==> src/rtl/ecl_pkg.sv <==
package ecl_pkg;
  typedef enum logic [1:0] {
    LK_IDLE = 2'd0,
    LK_READ = 2'd1,
    LK_WAIT = 2'd2,
    LK_RESP = 2'd3
  } lk_state_e;
endpackage

==> src/rtl/ecl_coalesce.sv <==
module ecl_coalesce #(
  parameter int TAG_W  = 16,
  parameter int CODE_W = 16,
  parameter int RECS   = 4
) (
  input  logic                             clk,
  input  logic                             rst_n,
  input  logic                             push_vld,
  input  logic [TAG_W-1:0]                 push_tag,
  input  logic [CODE_W-1:0]                push_code,
  output logic                             full,
  output logic [$clog2(RECS+1)-1:0]        cnt,
  output logic [RECS*(TAG_W+CODE_W)-1:0]   recs_flat
);
  localparam int REC_W = TAG_W + CODE_W;
  localparam int CNT_W = $clog2(RECS + 1);
  localparam int IDX_W = (RECS > 1) ? $clog2(RECS) : 1;

  logic [CNT_W-1:0] cnt_q, cnt_d, base;
  logic [IDX_W-1:0] wr_idx;
  logic [REC_W-1:0] rec_q [RECS];

  // next-state: a full buffer is drained this cycle, so a push lands in slot 0
  always_comb begin
    full   = (cnt_q == CNT_W'(RECS));
    base   = full ? '0 : cnt_q;
    wr_idx = base[IDX_W-1:0];
    cnt_d  = base + CNT_W'(push_vld);
  end

  always_ff @(posedge clk or negedge rst_n) begin
    if (!rst_n) cnt_q <= '0;
    else        cnt_q <= cnt_d;
  end

  for (genvar j = 0; j < RECS; j++) begin : g_rec
    always_ff @(posedge clk) begin
      if (push_vld && (wr_idx == IDX_W'(j))) rec_q[j] <= {push_tag, push_code};
    end
    assign recs_flat[j*REC_W +: REC_W] = rec_q[j];
  end

  assign cnt = cnt_q;
endmodule

==> src/rtl/ecl_ring.sv <==
module ecl_ring #(
  parameter int SLOTS = 16
) (
  input  logic                          clk,
  input  logic                          rst_n,
  input  logic                          adv,
  output logic [$clog2(SLOTS)-1:0]      wptr,
  output logic [$clog2(SLOTS)-1:0]      last_slot,
  output logic [$clog2(SLOTS+1)-1:0]    nfill
);
  localparam int SLOT_W = $clog2(SLOTS);
  localparam int FILL_W = $clog2(SLOTS + 1);

  logic [SLOT_W-1:0] wptr_q, wptr_d;
  logic [FILL_W-1:0] fill_q, fill_d;

  always_comb begin
    wptr_d = wptr_q;
    fill_d = fill_q;
    if (adv) begin
      wptr_d = (wptr_q == SLOT_W'(SLOTS - 1)) ? '0 : wptr_q + 1'b1;
      if (fill_q != FILL_W'(SLOTS)) fill_d = fill_q + 1'b1;
    end
  end

  always_ff @(posedge clk or negedge rst_n) begin
    if (!rst_n) begin
      wptr_q <= '0;
      fill_q <= '0;
    end else if (adv) begin
      wptr_q <= wptr_d;
      fill_q <= fill_d;
    end
  end

  assign wptr      = wptr_q;
  assign last_slot = (wptr_q == '0) ? SLOT_W'(SLOTS - 1) : wptr_q - 1'b1;
  assign nfill     = fill_q;
endmodule

==> src/rtl/ecl_lookup.sv <==
module ecl_lookup
  import ecl_pkg::*;
#(
  parameter int TAG_W  = 16,
  parameter int CODE_W = 16,
  parameter int RECS   = 4,
  parameter int SLOTS  = 16
) (
  input  logic                             clk,
  input  logic                             rst_n,
  input  logic                             lk_req,
  input  logic [TAG_W-1:0]                 lk_tag,
  input  logic [RECS*(TAG_W+CODE_W)-1:0]   buf_flat,
  input  logic [$clog2(RECS+1)-1:0]        buf_cnt,
  input  logic [$clog2(SLOTS)-1:0]         last_slot,
  input  logic [$clog2(SLOTS+1)-1:0]       nfill,
  input  logic                             rd_rvalid,
  input  logic [RECS*(TAG_W+CODE_W)-1:0]   rd_rdata,
  output logic                             rd_req,
  output logic [$clog2(SLOTS)-1:0]         rd_addr,
  output logic                             lk_busy,
  output logic                             lk_done,
  output logic                             lk_hit,
  output logic [CODE_W-1:0]                lk_code
);
  localparam int REC_W  = TAG_W + CODE_W;
  localparam int CNT_W  = $clog2(RECS + 1);
  localparam int SLOT_W = $clog2(SLOTS);
  localparam int FILL_W = $clog2(SLOTS + 1);

  lk_state_e         st_q, st_d;
  logic [TAG_W-1:0]  tag_q, tag_d;
  logic [SLOT_W-1:0] slot_q, slot_d;
  logic [FILL_W-1:0] left_q, left_d;
  logic              hit_q, hit_d;
  logic [CODE_W-1:0] code_q, code_d;

  logic              b_hit, m_hit;
  logic [CODE_W-1:0] b_code, m_code;

  // buffer scan: ascending order so the highest (newest) valid match wins
  always_comb begin
    b_hit  = 1'b0;
    b_code = '0;
    for (int j = 0; j < RECS; j++) begin
      if ((CNT_W'(j) < buf_cnt) &&
          (buf_flat[j*REC_W + CODE_W +: TAG_W] == lk_tag)) begin
        b_hit  = 1'b1;
        b_code = buf_flat[j*REC_W +: CODE_W];
      end
    end
  end

  // read-data scan against the captured tag, same newest-wins order
  always_comb begin
    m_hit  = 1'b0;
    m_code = '0;
    for (int j = 0; j < RECS; j++) begin
      if (rd_rdata[j*REC_W + CODE_W +: TAG_W] == tag_q) begin
        m_hit  = 1'b1;
        m_code = rd_rdata[j*REC_W +: CODE_W];
      end
    end
  end

  always_comb begin
    st_d   = st_q;
    tag_d  = tag_q;
    slot_d = slot_q;
    left_d = left_q;
    hit_d  = hit_q;
    code_d = code_q;
    unique case (st_q)
      LK_IDLE: begin
        if (lk_req) begin
          tag_d = lk_tag;
          if (b_hit) begin
            hit_d  = 1'b1;
            code_d = b_code;
            st_d   = LK_RESP;
          end else if (nfill == '0) begin
            hit_d  = 1'b0;
            code_d = '0;
            st_d   = LK_RESP;
          end else begin
            slot_d = last_slot;
            left_d = nfill;
            st_d   = LK_READ;
          end
        end
      end
      LK_READ: st_d = LK_WAIT;
      LK_WAIT: begin
        if (rd_rvalid) begin
          if (m_hit) begin
            hit_d  = 1'b1;
            code_d = m_code;
            st_d   = LK_RESP;
          end else if (left_q == FILL_W'(1)) begin
            hit_d  = 1'b0;
            code_d = '0;
            st_d   = LK_RESP;
          end else begin
            left_d = left_q - 1'b1;
            slot_d = (slot_q == '0) ? SLOT_W'(SLOTS - 1) : slot_q - 1'b1;
            st_d   = LK_READ;
          end
        end
      end
      LK_RESP: st_d = LK_IDLE;
      default: st_d = LK_IDLE;
    endcase
  end

  always_ff @(posedge clk or negedge rst_n) begin
    if (!rst_n) begin
      st_q   <= LK_IDLE;
      hit_q  <= 1'b0;
      code_q <= '0;
    end else begin
      st_q <= st_d;
      if (st_d == LK_RESP) begin
        hit_q  <= hit_d;
        code_q <= code_d;
      end
    end
  end

  always_ff @(posedge clk) begin
    if (st_q == LK_IDLE && lk_req) tag_q <= tag_d;
    if (st_d == LK_READ) begin
      slot_q <= slot_d;
      left_q <= left_d;
    end
  end

  assign rd_req  = (st_q == LK_READ);
  assign rd_addr = slot_q;
  assign lk_busy = (st_q != LK_IDLE);
  assign lk_done = (st_q == LK_RESP);
  assign lk_hit  = hit_q;
  assign lk_code = code_q;
endmodule

==> src/rtl/ecc_log_coalescer.sv <==
module ecc_log_coalescer #(
  parameter int TAG_W  = 16,
  parameter int CODE_W = 16,
  parameter int RECS   = 4,
  parameter int SLOTS  = 16
) (
  input  logic                             clk,
  input  logic                             rst_n,
  input  logic                             push_vld,
  input  logic [TAG_W-1:0]                 push_tag,
  input  logic [CODE_W-1:0]                push_code,
  output logic                             wr_vld,
  output logic [$clog2(SLOTS)-1:0]         wr_addr,
  output logic [RECS*(TAG_W+CODE_W)-1:0]   wr_data,
  output logic                             rd_req,
  output logic [$clog2(SLOTS)-1:0]         rd_addr,
  input  logic                             rd_rvalid,
  input  logic [RECS*(TAG_W+CODE_W)-1:0]   rd_rdata,
  input  logic                             lk_req,
  input  logic [TAG_W-1:0]                 lk_tag,
  output logic                             lk_busy,
  output logic                             lk_done,
  output logic                             lk_hit,
  output logic [CODE_W-1:0]                lk_code
);
  localparam int REC_W   = TAG_W + CODE_W;
  localparam int BURST_W = RECS * REC_W;
  localparam int CNT_W   = $clog2(RECS + 1);
  localparam int SLOT_W  = $clog2(SLOTS);
  localparam int FILL_W  = $clog2(SLOTS + 1);

  // reset asserted asynchronously, released on a clock edge
  logic [1:0] rst_sync_q;
  logic       rst_int_n;
  always_ff @(posedge clk or negedge rst_n) begin
    if (!rst_n) rst_sync_q <= 2'b00;
    else        rst_sync_q <= {rst_sync_q[0], 1'b1};
  end
  assign rst_int_n = rst_sync_q[1];

  logic               full;
  logic [CNT_W-1:0]   buf_cnt;
  logic [BURST_W-1:0] buf_flat;
  logic [SLOT_W-1:0]  wptr, last_slot;
  logic [FILL_W-1:0]  nfill;

  ecl_coalesce #(.TAG_W(TAG_W), .CODE_W(CODE_W), .RECS(RECS)) u_coalesce (
    .clk       (clk),
    .rst_n     (rst_int_n),
    .push_vld  (push_vld),
    .push_tag  (push_tag),
    .push_code (push_code),
    .full      (full),
    .cnt       (buf_cnt),
    .recs_flat (buf_flat)
  );

  ecl_ring #(.SLOTS(SLOTS)) u_ring (
    .clk       (clk),
    .rst_n     (rst_int_n),
    .adv       (full),
    .wptr      (wptr),
    .last_slot (last_slot),
    .nfill     (nfill)
  );

  ecl_lookup #(.TAG_W(TAG_W), .CODE_W(CODE_W), .RECS(RECS), .SLOTS(SLOTS)) u_lookup (
    .clk       (clk),
    .rst_n     (rst_int_n),
    .lk_req    (lk_req),
    .lk_tag    (lk_tag),
    .buf_flat  (buf_flat),
    .buf_cnt   (buf_cnt),
    .last_slot (last_slot),
    .nfill     (nfill),
    .rd_rvalid (rd_rvalid),
    .rd_rdata  (rd_rdata),
    .rd_req    (rd_req),
    .rd_addr   (rd_addr),
    .lk_busy   (lk_busy),
    .lk_done   (lk_done),
    .lk_hit    (lk_hit),
    .lk_code   (lk_code)
  );

  assign wr_vld  = full;
  assign wr_addr = wptr;
  assign wr_data = buf_flat;
endmodule

==> config.mk <==
export PLATFORM = sky130hd
export DESIGN_NAME = ecc_log_coalescer
export DESIGN_NICKNAME = d
export VERILOG_FILES = /design/src/rtl/ecl_pkg.sv /design/src/rtl/ecl_coalesce.sv /design/src/rtl/ecl_ring.sv /design/src/rtl/ecl_lookup.sv /design/src/rtl/ecc_log_coalescer.sv
export SDC_FILE = /design/constraint.sdc
export NUM_CORES = 1
export LEC_CHECK = 0
export ABC_AREA = 1
export CAP_MARGIN = 20
export CORE_UTILIZATION = 48
export DETAILED_ROUTE_END_ITERATION = 10
export PLACE_DENSITY = 0.82
export SYNTH_ARGS = -nofsm -noshare
export SYNTH_HDL_FRONTEND = slang
export SYNTH_SLANG_ARGS = --single-unit
==> constraint.sdc <==
create_clock -name clk -period 1.1 [get_ports clk]
set_input_delay 0.11 -clock clk [delete_from_list [all_inputs] [get_ports clk]]
set_output_delay 0.11 -clock clk [all_outputs]
set_load 0.03 [all_outputs]
==> flow_metrics.env <==
export IMPL_grt_pass1_wl_um=68500
export IMPL_cp_num_buf_inv=4
export IMPL_final_net_count=2188
export IMPL_hold_violations=0
export IMPL_grtUsageTotal=0.388
export IMPL_max_stage_delay_ns=0.54
export IMPL_wl_per_cell_um=21.7
export IMPL_synth_edf_count=153
export IMPL_routed_wl_um=49700
export IMPL_htreeDepth=4
export IMPL_yosysSeqAreaShare=0.494
export IMPL_crit_path_start_kind="register"
export IMPL_cts_tree="built"
export IMPL_syn_inst=1402
export IMPL_violations="negative setup slack"
export IMPL_worst_slack_ns=-1.33
export IMPL_yosys_area_top_type="edfxtp_1"
export IMPL_fmax_ghz=0.412
export IMPL_dpl_hpwl_um=30800
export IMPL_cellLeakagePower_nw=9.08
export IMPL_synth_warnings=0
export IMPL_die_x_um=153
export IMPL_die_area_um2=23500
export IMPL_hp_class="reg2async"
export IMPL_dr_pass1_iters=7
export IMPL_synth_seq_cells=186
export IMPL_dieHeight_um=153
export IMPL_cts_sinks=186
export IMPL_ant_nets=0
export IMPL_synth_area_leaders="edfxtp_1 42%, nand2_1 18%, dfrtp_1 7.5%, nor2_1 6.6%, inv_1 6.3%"
export IMPL_cp_depth=14
export IMPL_yosys_top_cells_count="529 x nand2_1, 192 x nor2_1, 184 x inv_1"
export IMPL_syn_avg_cell_area_um2=7.82
export IMPL_max_clock_path_buffers=2
export IMPL_worstSkewPairLatency_ns=0.45
export IMPL_path_clk_slew_ns=0.09
export IMPL_cp_end_kind="register"
export IMPL_antenna_found_initial=4
export IMPL_fin_util=0.859
export IMPL_status="finished with violations"
export IMPL_synth_main_ff_cell="edfxtp_1"
export IMPL_cts_root_buf="clkbuf_16"
export IMPL_timing_final_crit_share=2.21
export IMPL_path_cells="xnor2_1 > nand2_1 > nor2_1 > nand2_2 > nor2_4 > buf_6 > inv_2 > buf_6 > nand2_1 > nand2_1 > nand2_1 > nand3_1 > nand2_1 > inv_1"
export IMPL_synth_fp_nets=1594
export IMPL_grt_pass1_vias=12200
export IMPL_crit_top_cell="nand2_1"
export IMPL_numCtsBuffers=17
export IMPL_slew_viol_final=0
export IMPL_worst_ep_required_time_ns=1.45
export IMPL_area_growth_synth_to_final_pct=73.2
export IMPL_slowest_stage="edfxtp_1"
export IMPL_synth_top_area_frac=0.419
export IMPL_grt_overflow=0
export IMPL_path_class="reg2reg"
export IMPL_grt_max_degree=32
export IMPL_power_mw=37.7
export IMPL_async_flop_share=0.177
export IMPL_drc_errors=0
export IMPL_path_delay_family="simple AND/OR/NAND/NOR gates"
export IMPL_core_area_um2=22100
export IMPL_critPathMaxFanout=5
export IMPL_tns_ns=-119.99
export IMPL_finClkSkew_ns=0.0128
export IMPL_rsz0062_at_grt="yes"
export IMPL_num_io_pins=338
export IMPL_vias=12600
export IMPL_post_route_min_period_ns=2.43
export IMPL_cap_violations=0
export IMPL_cp_arrival_ns=2.78
export IMPL_viasPerCell=5.51
export IMPL_synth_distinct_cells=41
export IMPL_syn_area_um2=11000
export IMPL_p_per_area_nw_per_um2=1990
export IMPL_start_util=0.496
export IMPL_setup_viol=349
export IMPL_io_buffers=337
export IMPL_r2r_cells=14
export IMPL_ir_drop_mv=1.43
export IMPL_yosysMostFrequentCell="nand2_1"
export IMPL_rows=54
export IMPL_drt_iter0_drc=1433
export IMPL_gp_congestion=1.01
export IMPL_drive_gt1_frac=0.329
[area by class of cell]
class	instances	area, um^2
Antenna cell	2	5.00
Clock buffer	17	425
Clock inverter	15	211
Fill cell	1090	3110
Inverter	202	781
Multi-Input combinational cell	971	5180
Sequential cell	186	5430
Tap cell	280	350
Timing Repair Buffer	618	6610
[path summary, 6_finish.rpt]
check	from	end	slack [ns]
worst min register to register	rst_sync_q[1]	u_lookup.st_q[0]	0.22
worst max-delay path	u_lookup.tag_q[4]	u_lookup.lk_code[3]	-1.33
min in group clk	push_tag[9]	u_coalesce.rec_q[0][25]	0.30
worst min-delay path	rst_sync_q[1]	u_lookup.st_q[0]	0.22
worst max register to register	u_lookup.tag_q[4]	u_lookup.lk_code[3]	-1.33
max in group asynchronous	rst_n	rst_sync_q[0]	0.57
[where the power goes]
group / internal [mW] / switching, mW
logic: 9.14 / 10.6
registers: 9.74 / 1.59
clock network: 3.17 / 3.49
[metrics by stage]
stage          hold WS, ns  setup WS [ns]  instance area [um^2]  instances
2_1_floorplan       -0.186          -1.05                 11100       1402
3_3_place_gp         0.190          -1.26                 16300       2190
3_5_place_dp         0.193          -1.34                 16300       2190
4_1_cts              0.217          -1.02                 18400       2275
5_1_grt              0.255          -1.39                 19000       2291
6_report             0.224          -1.33                 19000       2291
[registers in the layout, indices dropped and copies added (netlist names)]
name              flops
u_coalesce.rec_q    128
u_lookup.lk_code     16
u_lookup.tag_q       16
u_lookup.left_q       5
u_ring.nfill          5
u_lookup.rd_addr      4
u_ring.wptr           4
u_coalesce.cnt        3
rst_sync_q            2
u_lookup.st_q         2
u_lookup.lk_hit       1
[layer usage]
layer / global-route usage / routed length (um) / up-vias / part of all wire
li1: - / - / 5528 / -
met1: 0.468 / 17800 / 5934 / 0.36
met2: 0.642 / 23800 / 910 / 0.48
met3: 0.0890 / 4840 / 259 / 0.097
met4: 0.216 / 3200 / 2 / 0.064
met5: 0 / 16 / - / 0.00032
[placed cells by master, fill, tap and decap left out, types with 33 or more instances in the layout]
cell	instances
buf_12	53
buf_4	206
buf_6	163
clkdlybuf4s50_1	180
edfxtp_1	153
inv_1	163
inv_2	33
nand2_1	496
nand3_1	52
nor2_1	159
xnor2_1	53
[logic make-up (layout without fill, tap and decap cells)]
| group | Yosys count | count (layout) | share of synthesized area |
|---|---|---|---|
| compound gates | 23 | 23 | 0.0115 |
| other cells | 1 | 3 | 0.000342 |
| simple gates | 859 | 860 | 0.327 |
| flops | 186 | 186 | 0.494 |
| buf+inv | 246 | 852 | 0.0920 |
| xor+xnor | 75 | 75 | 0.0613 |
| mux | 1 | 1 | 0.000913 |
| fa+ha+maj | 11 | 11 | 0.0126 |
[what timing repair did]
| action | CTS | global route |
|---|---|---|
| hold buffers | 1 | 0 |
| endpoints found under the hold margin | 2 | 0 |
| endpoints found under the setup margin | 349 | 349 |
| pin swaps | 37 | 66 |
| gates resized for setup | 224 | 159 |
| buffers inserted | 82 | 59 |
| gates cloned | 13 | 3 |
(Power assumes the default switching activity.)
